[config.mk]
export PLATFORM = sky130hd
export DESIGN_NAME = prio_mask_filter
export DESIGN_NICKNAME = d
export VERILOG_FILES = /design/src/rtl/pmf_pkg.sv /design/src/rtl/pmf_rst_sync.sv /design/src/rtl/pmf_thresh_reg.sv /design/src/rtl/pmf_compare.sv /design/src/rtl/pmf_select.sv /design/src/rtl/prio_mask_filter.sv
export SDC_FILE = /design/constraint.sdc
export NUM_CORES = 1
export LEC_CHECK = 0
export ABC_AREA = 1
export BUFFER_PORTS_ARGS = -buffer_cell sky130_fd_sc_hd__buf_2
export CORE_MARGIN = 1.5
export CORE_UTILIZATION = 30
export CTS_CLUSTER_SIZE = 28
export DETAILED_ROUTE_END_ITERATION = 8
export PLACE_DENSITY = 0.73
export SLEW_MARGIN = 10
export SYNTH_ARGS = -nofsm -noshare
export SYNTH_HDL_FRONTEND = slang
export SYNTH_SLANG_ARGS = --single-unit
[constraint.sdc]
create_clock -name clk -period 15 [get_ports clk]
set_clock_uncertainty 0.15 [all_clocks]
set_input_delay 3.75 -clock clk [delete_from_list [all_inputs] [get_ports clk]]
set_output_delay 3.75 -clock clk [all_outputs]
set_load 0.01 [all_outputs]
[src/rtl/pmf_pkg.sv]
package pmf_pkg;
  localparam int PRIO_W = 8;
  localparam int REG_W  = 32;

  // mask of the implemented (upper) priority bits
  function automatic logic [PRIO_W-1:0] impl_mask(input int bits);
    return ~(8'hFF >> bits);
  endfunction
endpackage

[src/rtl/pmf_rst_sync.sv]
module pmf_rst_sync (
  input  logic clk,
  input  logic rst_n,
  output logic rst_n_sync
);
  logic [1:0] sync_q;
  logic [1:0] sync_d;

  always_comb begin
    sync_d = {sync_q[0], 1'b1};
  end

  always_ff @(posedge clk or negedge rst_n) begin
    if (!rst_n) sync_q <= 2'b00;
    else        sync_q <= sync_d;
  end

  assign rst_n_sync = sync_q[1];
endmodule

[src/rtl/pmf_thresh_reg.sv]
module pmf_thresh_reg
  import pmf_pkg::*;
#(
  parameter int PRIO_BITS = 3
) (
  input  logic              clk,
  input  logic              rst_n,
  input  logic              wr_en,
  input  logic [REG_W-1:0]  wr_data,
  output logic [PRIO_W-1:0] thr_q,
  output logic [REG_W-1:0]  rd_data
);
  localparam logic [PRIO_W-1:0] IMPL = impl_mask(PRIO_BITS);

  logic [PRIO_W-1:0] thr_d;

  always_comb begin
    thr_d = thr_q;
    if (wr_en) thr_d = wr_data[PRIO_W-1:0] & IMPL;
  end

  always_ff @(posedge clk or negedge rst_n) begin
    if (!rst_n) thr_q <= '0;
    else        thr_q <= thr_d;
  end

  always_comb begin
    rd_data = '0;
    rd_data[PRIO_W-1:0] = thr_q;
  end

  AST_THR_HOLD: assert property (@(posedge clk) disable iff (!rst_n)
    !wr_en |=> $stable(thr_q));
  AST_THR_LOAD: assert property (@(posedge clk) disable iff (!rst_n)
    wr_en |=> (thr_q == ($past(wr_data[PRIO_W-1:0]) & IMPL)));
endmodule

[src/rtl/pmf_compare.sv]
module pmf_compare
  import pmf_pkg::*;
#(
  parameter int NUM_REQ   = 8,
  parameter int PRIO_BITS = 3
) (
  input  logic                      clk,
  input  logic                      rst_n,
  input  logic [PRIO_W-1:0]         thr,
  input  logic [NUM_REQ-1:0]        pend,
  input  logic [NUM_REQ*PRIO_W-1:0] prio_raw,
  output logic [NUM_REQ*PRIO_W-1:0] prio_trunc,
  output logic [NUM_REQ-1:0]        allow
);
  localparam logic [PRIO_W-1:0] IMPL = impl_mask(PRIO_BITS);

  logic masking_on;
  assign masking_on = (thr != '0);

  for (genvar i = 0; i < NUM_REQ; i++) begin : g_lane
    logic [PRIO_W-1:0] p_t;
    assign p_t = prio_raw[i*PRIO_W +: PRIO_W] & IMPL;
    assign prio_trunc[i*PRIO_W +: PRIO_W] = p_t;
    assign allow[i] = pend[i] && (!masking_on || (p_t < thr));
  end

  AST_NO_MASK_AT_ZERO: assert property (@(posedge clk) disable iff (!rst_n)
    (thr == '0) |-> (allow == pend));
  AST_ALLOW_IN_PEND: assert property (@(posedge clk) disable iff (!rst_n)
    (allow & ~pend) == '0);
endmodule

[src/rtl/pmf_select.sv]
module pmf_select
  import pmf_pkg::*;
#(
  parameter int NUM_REQ = 8,
  localparam int IDW    = (NUM_REQ > 1) ? $clog2(NUM_REQ) : 1
) (
  input  logic                      clk,
  input  logic                      rst_n,
  input  logic [NUM_REQ-1:0]        allow,
  input  logic [NUM_REQ*PRIO_W-1:0] prio_trunc,
  output logic                      win_valid,
  output logic [IDW-1:0]            win_id,
  output logic [PRIO_W-1:0]         win_prio
);
  always_comb begin
    win_valid = 1'b0;
    win_id    = '0;
    win_prio  = '0;
    for (int i = 0; i < NUM_REQ; i++) begin
      if (allow[i] && (!win_valid || (prio_trunc[i*PRIO_W +: PRIO_W] < win_prio))) begin
        win_valid = 1'b1;
        win_id    = IDW'(i);
        win_prio  = prio_trunc[i*PRIO_W +: PRIO_W];
      end
    end
  end

  AST_WIN_IS_ALLOWED: assert property (@(posedge clk) disable iff (!rst_n)
    win_valid |-> allow[win_id]);
  AST_IDLE_WHEN_NONE: assert property (@(posedge clk) disable iff (!rst_n)
    (allow == '0) |-> (!win_valid && win_id == '0 && win_prio == '0));

  for (genvar j = 0; j < NUM_REQ; j++) begin : g_chk
    AST_WIN_NOT_BEATEN: assert property (@(posedge clk) disable iff (!rst_n)
      (win_valid && allow[j]) |-> (prio_trunc[j*PRIO_W +: PRIO_W] >= win_prio));
  end
endmodule

[src/rtl/prio_mask_filter.sv]
module prio_mask_filter
  import pmf_pkg::*;
#(
  parameter int NUM_REQ   = 8,
  parameter int PRIO_BITS = 3,
  localparam int IDW      = (NUM_REQ > 1) ? $clog2(NUM_REQ) : 1
) (
  input  logic                      clk,
  input  logic                      rst_n,
  input  logic                      reg_wr_en,
  input  logic [31:0]               reg_wr_data,
  output logic [31:0]               reg_rd_data,
  input  logic [NUM_REQ-1:0]        req_pend,
  input  logic [NUM_REQ*8-1:0]      req_prio,
  output logic [NUM_REQ-1:0]        allow_mask,
  output logic                      win_valid,
  output logic [IDW-1:0]            win_id,
  output logic [7:0]                win_prio
);
  logic                      rst_n_s;
  logic [PRIO_W-1:0]         thr;
  logic [NUM_REQ*PRIO_W-1:0] prio_t;

  pmf_rst_sync u_rst (
    .clk        (clk),
    .rst_n      (rst_n),
    .rst_n_sync (rst_n_s)
  );

  pmf_thresh_reg #(.PRIO_BITS(PRIO_BITS)) u_thr (
    .clk     (clk),
    .rst_n   (rst_n_s),
    .wr_en   (reg_wr_en),
    .wr_data (reg_wr_data),
    .thr_q   (thr),
    .rd_data (reg_rd_data)
  );

  pmf_compare #(.NUM_REQ(NUM_REQ), .PRIO_BITS(PRIO_BITS)) u_cmp (
    .clk        (clk),
    .rst_n      (rst_n_s),
    .thr        (thr),
    .pend       (req_pend),
    .prio_raw   (req_prio),
    .prio_trunc (prio_t),
    .allow      (allow_mask)
  );

  pmf_select #(.NUM_REQ(NUM_REQ)) u_sel (
    .clk        (clk),
    .rst_n      (rst_n_s),
    .allow      (allow_mask),
    .prio_trunc (prio_t),
    .win_valid  (win_valid),
    .win_id     (win_id),
    .win_prio   (win_prio)
  );

  AST_RD_MATCHES_THR: assert property (@(posedge clk) disable iff (!rst_n_s)
    reg_rd_data[31:8] == '0);
endmodule

[Yosys cells after proc, flatten, opt, wreduce, memory -nomap -nowiden]
Cells that the tools add are included.
Storage, ports and cells
  output and inout port bits: 52
  RAM bits: 0
  latch bits: 0
  memory bits (read-only): 0
  memories: 0
  register bits: 5
  input port bits: 107
Operators by class
  shifts and indexed selects: 0
  divide/modulo/power cells: 0
  multipliers: 0
  reductions and logical operators: 39
  equal/unequal tests: 0
  mux-type cells: 23
  add/subtract/negate cells: 0
  magnitude comparators: 15
  bitwise operators: 0
Operators by type and width (count)
  8-bit < comparator: 15
  8-bit two-way mux: 8
  1-bit logical AND: 15
  1-bit logical OR: 15
  3-bit two-way mux: 4
  1-bit two-way mux: 9
  1-bit logical NOT: 8
  8-bit nonzero test: 1
  2-bit two-way mux: 2

[Logic depth before layout (Yosys ltp)]
Gate-level depths: netlist of the first run.
  word-level depth: 33
  mapped depth: 73
  depth with buffers taken out: 73

[By module]
A second synthesis of the first run with hierarchy kept.
Second synthesis, totals
  cell total of the unflattened synthesis: 626
  area, all modules: 3761.1 sq um
Modules (own cells, without submodules)
  pmf_select: area each 2035.7 sq um, cells each 365, times used 1
  pmf_compare: area each 1277.5 sq um, cells each 207, times used 1
  pmf_thresh_reg: area each 394.1 sq um, cells each 51, times used 1
  pmf_rst_sync: area each 53.8 sq um, cells each 3, times used 1

[Least setup slack after synthesis of the first run]
OpenSTA, ideal clock, no wires.
  path type: input -> output
  start: input port req_prio[7]
  end: output port win_prio[5]
  cell stages on the path: 52
  arrival time: 10.413 ns
  slack: 0.687 ns
  path through: ha_1 > a21oi_1 > nand2_1 > nand2_1 > nand2_1 > inv_2 > nand2_1 > ha_1 > a21oi_1 > nand2_1 > nand2_4 > nand2_4 > o21ai_0 > ha_1 > a21oi_1 > nand2_1 > nand2_2 > nand2_4 > [16 not listed] > a21oi_1 > nand2_1 > nand2_2 > nand2_4 > o21ai_0 > ha_1 > a21oi_1 > nand2_1 > nand2_2 > nand2_4 > o21ai_0 > ha_1 > a21oi_1 > nand2_1 > nand2_2 > nand2_4 > nand2_1 > nand2_1
Between the ends
  cells in the longest elaborated chain, start to end: 32
Ends and longest elaborated chain
  from (decl): RTL line prio_mask_filter.sv:14  | input logic [NUM_REQ*8-1:0] req_prio,
  8-bit < comparator (*): RTL line pmf_compare.sv:24  | assign allow[i] = pend[i] && (!masking_on || (p_t < thr));
  1-bit logical OR (*): RTL line pmf_compare.sv:24
  1-bit logical AND (*): RTL line pmf_compare.sv:24
  via allow_mask[0]: RTL line prio_mask_filter.sv:15  | output logic [NUM_REQ-1:0] allow_mask,
  8-bit two-way mux / 1-bit two-way mux (equally long branches): RTL line pmf_select.sv:20  | if (allow[i] && (!win_valid || (prio_trunc[i*PRIO_W +: PRIO_W] < win_prio))) begin
  8-bit < comparator / 1-bit logical NOT (equally long branches): RTL line pmf_select.sv:20
  1-bit logical OR: RTL line pmf_select.sv:20
  1-bit logical AND: RTL line pmf_select.sv:20
  [17 not listed]
  8-bit < comparator / 1-bit logical NOT (equally long branches): RTL line pmf_select.sv:20
  1-bit logical OR: RTL line pmf_select.sv:20
  1-bit logical AND: RTL line pmf_select.sv:20
  8-bit two-way mux / 1-bit two-way mux (equally long branches): RTL line pmf_select.sv:20
  8-bit < comparator / 1-bit logical NOT (equally long branches): RTL line pmf_select.sv:20
  1-bit logical OR: RTL line pmf_select.sv:20
  1-bit logical AND: RTL line pmf_select.sv:20
  8-bit two-way mux (*): RTL line pmf_select.sv:20
  to (decl): RTL line prio_mask_filter.sv:18  | output logic [7:0] win_prio
The timed path passes the listed nets; every way through them passes the cells marked *.

[Worst setup path in the final report of the first run]
  start: input port req_prio[6]
  end: output port win_prio[7]
Between the ends
  cells in the longest elaborated chain, start to end: 32
Ends and longest elaborated chain (RTL line)
  8-bit < comparator: pmf_compare.sv:24
  1-bit logical OR: pmf_compare.sv:24
  1-bit logical AND: pmf_compare.sv:24
  8-bit two-way mux / 1-bit two-way mux (equally long branches): pmf_select.sv:20
  8-bit < comparator / 1-bit logical NOT (equally long branches): pmf_select.sv:20
  1-bit logical OR: pmf_select.sv:20
  1-bit logical AND: pmf_select.sv:20
  8-bit two-way mux / 1-bit two-way mux (equally long branches): pmf_select.sv:20
  [16 not listed]
  8-bit < comparator / 1-bit logical NOT (equally long branches): pmf_select.sv:20
  1-bit logical OR: pmf_select.sv:20
  1-bit logical AND: pmf_select.sv:20
  8-bit two-way mux / 1-bit two-way mux (equally long branches): pmf_select.sv:20
  8-bit < comparator / 1-bit logical NOT (equally long branches): pmf_select.sv:20
  1-bit logical OR: pmf_select.sv:20
  1-bit logical AND: pmf_select.sv:20
  8-bit two-way mux (*): pmf_select.sv:20
Mark *: on every way between the ends. The rest lies on a longest branch, timed or not.

==> metrics.csv, run 1 <==
stage,metric,value,unit
power_and_ir_drop,seq_power_share,5.9,%
yosys,synth_cells,258,
cells_and_area,fin_cells,405,
power_and_ir_drop,switchingPower,0.000131,W
place,dp_slack,-0.0745,ns
timing,relSlewSlack,52.3,%
timing,setup_violations,0,
place,dp_cells,397,
route,drt-vias-per-instance,4.56,
global_route,grt_busiest_layer,met2,
floorplanning,io_pins,159,
global_route,antenna_found_initial,0,
route,dr.pass1.iters,4,
setup_path,crit_arrival,10.60,ns
place,port_buffers,55,
global_route,grt_pass1_vias,1559,
timing,tightest_slew,0.709,ns
yosys,synth_area,0.00174,mm^2
route,drt-initial-drc-count,39,
cells_and_area,antenna_cells,0,
run_status,status,"complete, no violations",
yosys,syn_avg_cell_area,6.75,um^2
cells_and_area,utilization,44.1,%
global_route,grt_util_met2,24.4,%
floorplanning,die_x,79.2,um
setup_path,slowest_stage,ha_1,
yosys,synth_cell_types,22,
floorplanning,core,0.00554,mm^2
global_route,grt_overflow,0,
global_route,grtUsageTotal,13.6,%
power_and_ir_drop,pwr-share-comb,84.5,%
cts,clk_latency,0.22,ns
setup_path,critical_path.top_delay_family,simple AND/OR/NAND/NOR gates,
cells_and_area,drive_above_1_share,44.4,%
cts,path_clk_slew,0.03,ns
cts,cts-root-buf,clkbuf_8,
route,wire_per_inst,11.2,um
setup_path,cp-end-kind,primary output,
timing,fmax,69.0,MHz
cts,cts_tree,done,
yosys,synth_edf_count,0,
setup_path,path_class,input port to primary output,
floorplanning,fp.dieH,79.2,um
cts,cts.sinks,5,
route,finalWirelength,4550,um
timing,holdWs,0.193,ns
place,dpl.hpwl,3570,um
setup_path,cp-start-kind,input port,
power_and_ir_drop,p_sw_share,50.3,%
route,ant_nets,0,
floorplanning,initial_utilization,31.4,%
setup_path,critPathRequiredTime,11.10,ns
global_route,grt_pass1_wl,6840,um
hold_path,hp-class,flop to flop,
setup_path,critPathMaxFanout,6,
cells_and_area,finalNetCount,471,
global_route,grt_util_met3,2.53,%
route,via_count,1846,
setup_path,cp_slowest_stage_delay,0.28,ns
power_and_ir_drop,p_clk_share,9.6,%
power_and_ir_drop,max-vdd-ir-drop,0.0000488,V
cells_and_area,synthToLayoutAreaGrowth,40.3,%
power_and_ir_drop,power_density,106,mW/mm^2
power_and_ir_drop,p_leak,1.35,nW
yosys,async_flop_share,100,%
yosys,yosys_register_bits,5,
power_and_ir_drop,power,0.000260,W
cts,cts_buffers,3,
cells_and_area,final_cell_mix,"nand2_1, buf_2, conb_1, ha_1, inv_1",
cts,htreeDepth,1,
setup_path,worst-path-buf-inv,10,
floorplanning,rows,27,
cts,clockBufferDepth,2,
route,drc,0,
yosys,yosysSeqAreaShare,7.18,%
yosys,yosys_warnings,0,
global_route,use_met1,16.9,%
timing,drv_slew,0,
timing,fin_crit,14.50,ns
cells_and_area,final_common_cell,nand2_1,
timing,fin_ws,0.500,ns
yosys,synthFlopType,dfrtp_1,
timing,min_period_over_period,96.7,%
floorplanning,die_area,0.00627,mm^2
place,gp_congestion,0.823,
power_and_ir_drop,intPower,0.000129,W
flow_run,maxCapViolCount,0,
global_route,grt_max_degree,11,
timing,hold_violations,0,
setup_path,cp_common_cell,nand2_1,
## power by group through the flow
stage	logic [W]	registers (W)	clock network [W]
floorplan	0.000122	0.0000159	0
global placement	0.000168	0.0000155	0
detailed placement	0.000172	0.0000156	0
CTS	0.000173	0.0000153	0.0000253
global route	0.000245	0.0000154	0.0000273
finish	0.000219	0.0000153	0.0000249
## worst paths after layout
path	startpoint	endpoint	slack, ns	depth (start not counted)
max	req_prio[6]	win_prio[7]	0.50	70
max in group asynchronous	rst_n	u_rst.sync_q[1]	11.44	1
min	u_rst.sync_q[0]	u_rst.sync_q[1]	0.19	0
max reg2reg	u_thr.thr_q[7]	u_thr.thr_q[7]	13.95	2
min reg2reg	u_rst.sync_q[0]	u_rst.sync_q[1]	0.19	0
min in group asynchronous	u_rst.sync_q[1]	u_thr.thr_q[6]	0.43	1
## layer usage
| layer | wire (um) | vias up |
|---|---|---|
| li1 | - | 944 |
| met1 | 1930 | 830 |
| met2 | 2350 | 68 |
| met3 | 247 | 4 |
| met4 | 26 | 0 |
| met5 | 0 | - |
## final cells by class
| class | instances | area (um^2) |
|---|---|---|
| clock buffers | 4 | 45.0 |
| flip-flops and latches | 5 | 125 |
| inverters | 23 | 90.1 |
| well taps | 72 | 90.1 |
| fillers | 582 | 3100 |
| multi-input cells | 229 | 1690 |
| repair buffers | 72 | 405 |
## per-stage QoR
| step | area (um^2) | TNS (ns) |
|---|---|---|
| floorplan | 1870 | 0 |
| CTS | 2130 | 0 |
| global placement | 2070 | 0 |
| finish | 2440 | 0 |
| global route | 2440 | -0.328 |
| detailed placement | 2070 | -0.313 |
## worst reg2reg max path: stages, from the launching register on
cell and delay, ns:
dfrtp_1 0.38, inv_2 0.27, o21ai_0 0.12
## state kept, by name, summed over array words and instances (netlist names)
name / flops
u_rst.sync_q: 2
u_thr.thr_q: 3
## cell families after synthesis
kind of cell	after synthesis	share of synthesized area [%]
and+or+nand+nor	120	36.4
buffers and inverters	57	19.8
AOI/OAI and AO/OA	44	14.7
adders and majority gates	30	21.6
DFF	5	7.18
other	2	0.431
## repair_timing
action / in CTS / in global routing
endpoints found under the hold margin: 3 / 0
hold buffers: 1 / 0
gates resized for setup: 2 / 65
buffers inserted: 0 / 3
pin swaps: 0 / 11
endpoints found under the setup margin: 6 / 6
## synth_stat cells, types with 2 or more instances
| library cell | number | share of area [%] |
|---|---|---|
| o211ai_1 | 7 | 3.0 |
| buf_4 | 34 | 15 |
| nand2_1 | 73 | 16 |
| conb_1 | 2 | 0.43 |
| nand3_1 | 14 | 4.0 |
| inv_1 | 18 | 3.9 |
| nand3_2 | 4 | 2.3 |
| a21oi_1 | 15 | 4.3 |
| ha_1 | 30 | 22 |
| inv_2 | 3 | 0.65 |
| nand2_4 | 11 | 7.1 |
| dfrtp_1 | 5 | 7.2 |
| or2_2 | 6 | 2.2 |
| a21boi_1 | 2 | 0.86 |
| a21boi_0 | 5 | 2.2 |
| o21ai_0 | 15 | 4.3 |
| nand2_2 | 9 | 3.2 |
Note: power is estimated with default switching activity, not from simulation.
==> run 2: changes to the inputs <==
REMOVE_ABC_BUFFERS = 1   (was default)
==> run 2 against run 1 <==
  * Non-clock buffer count rose by 13
  * Cell count is 3.2% higher
  * Register-to-register slack got worse by 0.02 ns
  * Critical path type unchanged
  * Critical endpoint is now win_prio[5]
  * Largest cell class unchanged
==> metrics.csv, run 2 (synthesis results as in run 1) <==
stage,metric,value,unit
power_and_ir_drop,p_leak,1.42,nW
global_route,grt_overflow,0,
timing,drv_slew,0,
setup_path,critPathRequiredTime,11.10,ns
timing,tightest_slew,0.704,ns
cts,htreeDepth,1,
cells_and_area,final_common_cell,nand2_1,
cells_and_area,regMostFlops,u_thr.thr_q,
hold_path,worstHoldStart,u_rst.sync_q[0],
setup_path,crit_arrival,10.65,ns
timing,finalSetupTns,0,ns
cts,cts-root-buf,clkbuf_8,
power_and_ir_drop,pwr-share-comb,84.8,%
timing,min_period_over_period,97.0,%
cells_and_area,reg_top3,"u_thr.thr_q: 3 flops, u_rst.sync_q: 2 flops",
cts,cts.sinks,5,
cts,cts_buffers,3,
route,dr.pass1.iters,4,
floorplanning,initial_utilization,31.4,%
cts,clk_latency,0.22,ns
cells_and_area,synthToLayoutAreaGrowth,44.4,%
power_and_ir_drop,switchingPower,0.000128,W
power_and_ir_drop,p_sw_share,48.7,%
global_route,grt_pass1_vias,1609,
route,wire_per_inst,11.4,um
setup_path,cp_slowest_stage_delay,0.33,ns
setup_path,path_class,input port to primary output,
place,dp_cells,399,
floorplanning,core,0.00554,mm^2
route,via_count,1883,
route,drt-initial-drc-count,33,
route,ant_nets,0,
timing,hold_violations,0,
cts,cts_tree,done,
run_status,status,"complete, no violations",
floorplanning,fp.dieH,79.2,um
cts,path_clk_slew,0.04,ns
setup_path,r2r_start,u_thr.thr_q[7],
power_and_ir_drop,seq_power_share,5.8,%
global_route,grt_max_degree,11,
timing,fin_crit,14.55,ns
timing,fmax,68.7,MHz
setup_path,slowest_stage,ha_1,
timing,relSlewSlack,52.6,%
power_and_ir_drop,power_density,104,mW/mm^2
hold_path,hold_path_end,u_rst.sync_q[1],
floorplanning,die_area,0.00627,mm^2
power_and_ir_drop,p_clk_share,9.4,%
flow_run,maxCapViolCount,0,
timing,setup_violations,0,
hold_path,hp-class,flop to flop,
cells_and_area,largest_reg_flops,3,
setup_path,cp-end-kind,primary output,
setup_path,critPathMaxFanout,6,
floorplanning,die_x,79.2,um
global_route,grtUsageTotal,13.9,%
route,finalWirelength,4780,um
floorplanning,io_pins,159,
route,drc,0,
setup_path,cp-start-kind,input port,
cells_and_area,fin_cells,418,
setup_path,reg2reg_to,u_thr.thr_q[7],
power_and_ir_drop,intPower,0.000135,W
global_route,antenna_found_initial,0,
cells_and_area,final_cell_mix,"nand2_1, buf_2, conb_1, buf_4, ha_1",
setup_path,cp_common_cell,nand2_1,
cells_and_area,antenna_cells,0,
timing,rsz0062_at_grt,yes,
setup_path,reg2regPathDepth,2,
cells_and_area,drive_above_1_share,47.7,%
cts,clockBufferDepth,2,
place,gp_congestion,0.806,
cells_and_area,finalNetCount,484,
place,dpl.hpwl,3620,um
route,drt-vias-per-instance,4.50,
floorplanning,rows,27,
global_route,grt_pass1_wl,7070,um
place,port_buffers,55,
hold_path,hold_depth,0,
power_and_ir_drop,max-vdd-ir-drop,0.0000453,V
setup_path,rrSetupSlack,13.93,ns
## run 2: worst max-delay path by stage
stage	startpoint	to	slack, ns	cells past startpoint
6_report	req_prio[6]	win_prio[5]	0.45	64
5_1_grt	req_prio[6]	win_prio[5]	-0.14	72
4_1_cts	req_prio[7]	win_prio[5]	0.07	54
3_5_place_dp	req_prio[7]	win_prio[5]	-0.11	56
3_3_place_gp	req_prio[7]	win_prio[5]	0.03	54
2_1_floorplan	req_prio[7]	win_prio[5]	0.69	52
## run 2: through the flow
stage	setup slack [ns]	total power (W)	utilization [%]	cell area (um^2)	hold slack (ns)
6_report	0.449	0.000263	45.4	2510	0.202
5_1_grt	-0.141	0.000291	45.4	2510	0.216
4_1_cts	0.0719	0.000216	38.7	2140	0.206
3_5_place_dp	-0.110	0.000189	37.7	2090	-0.108
3_3_place_gp	0.0254	0.000185	37.7	2090	-0.110
2_1_floorplan	0.687	0.000131	-	1610	-0.123
## run 2: final cells by class
class                   count  area, um^2
inverters                  23        92.6
flip-flops and latches      5         125
multi-input cells         229        1640
repair buffers             85         523
well taps                  72        90.1
clock buffers               4        45.0
fillers                   588        3030
## run 2: what timing repair did
action | CTS | global route
setup buffers | 0 | 14
gates resized for setup | 5 | 66
endpoints found under the hold margin | 3 | 0
hold buffers | 1 | 0
setup endpoints to repair | 6 | 6
pin swaps | 0 | 47
## run 2: power groups by stage
stage	Sequential, W	Clock, W	Combinational (W)
after floorplan	0.0000159	0	0.000116
after global placement	0.0000156	0	0.000170
after detailed placement	0.0000156	0	0.000174
after CTS	0.0000154	0.0000253	0.000175
after global routing	0.0000155	0.0000271	0.000248
final	0.0000153	0.0000247	0.000223
## run 2: metal layers
layer  part of all wire, %  vias up  GRT usage, %  wire [um]
met5                     0        -             0          0
met4                     0        0          1.58          0
met3                   4.3        0          1.49        203
met2                    53       60          25.3       2510
met1                    43      850          18.0       2060
li1                      -      973             -          -
## run 2: worst max-delay path, delay by kind of cell
family          cells  cell delay, ns
buf+inv             7            0.47
fa+ha+maj           8            2.21
simple gates       39            2.97
compound gates     10            1.21
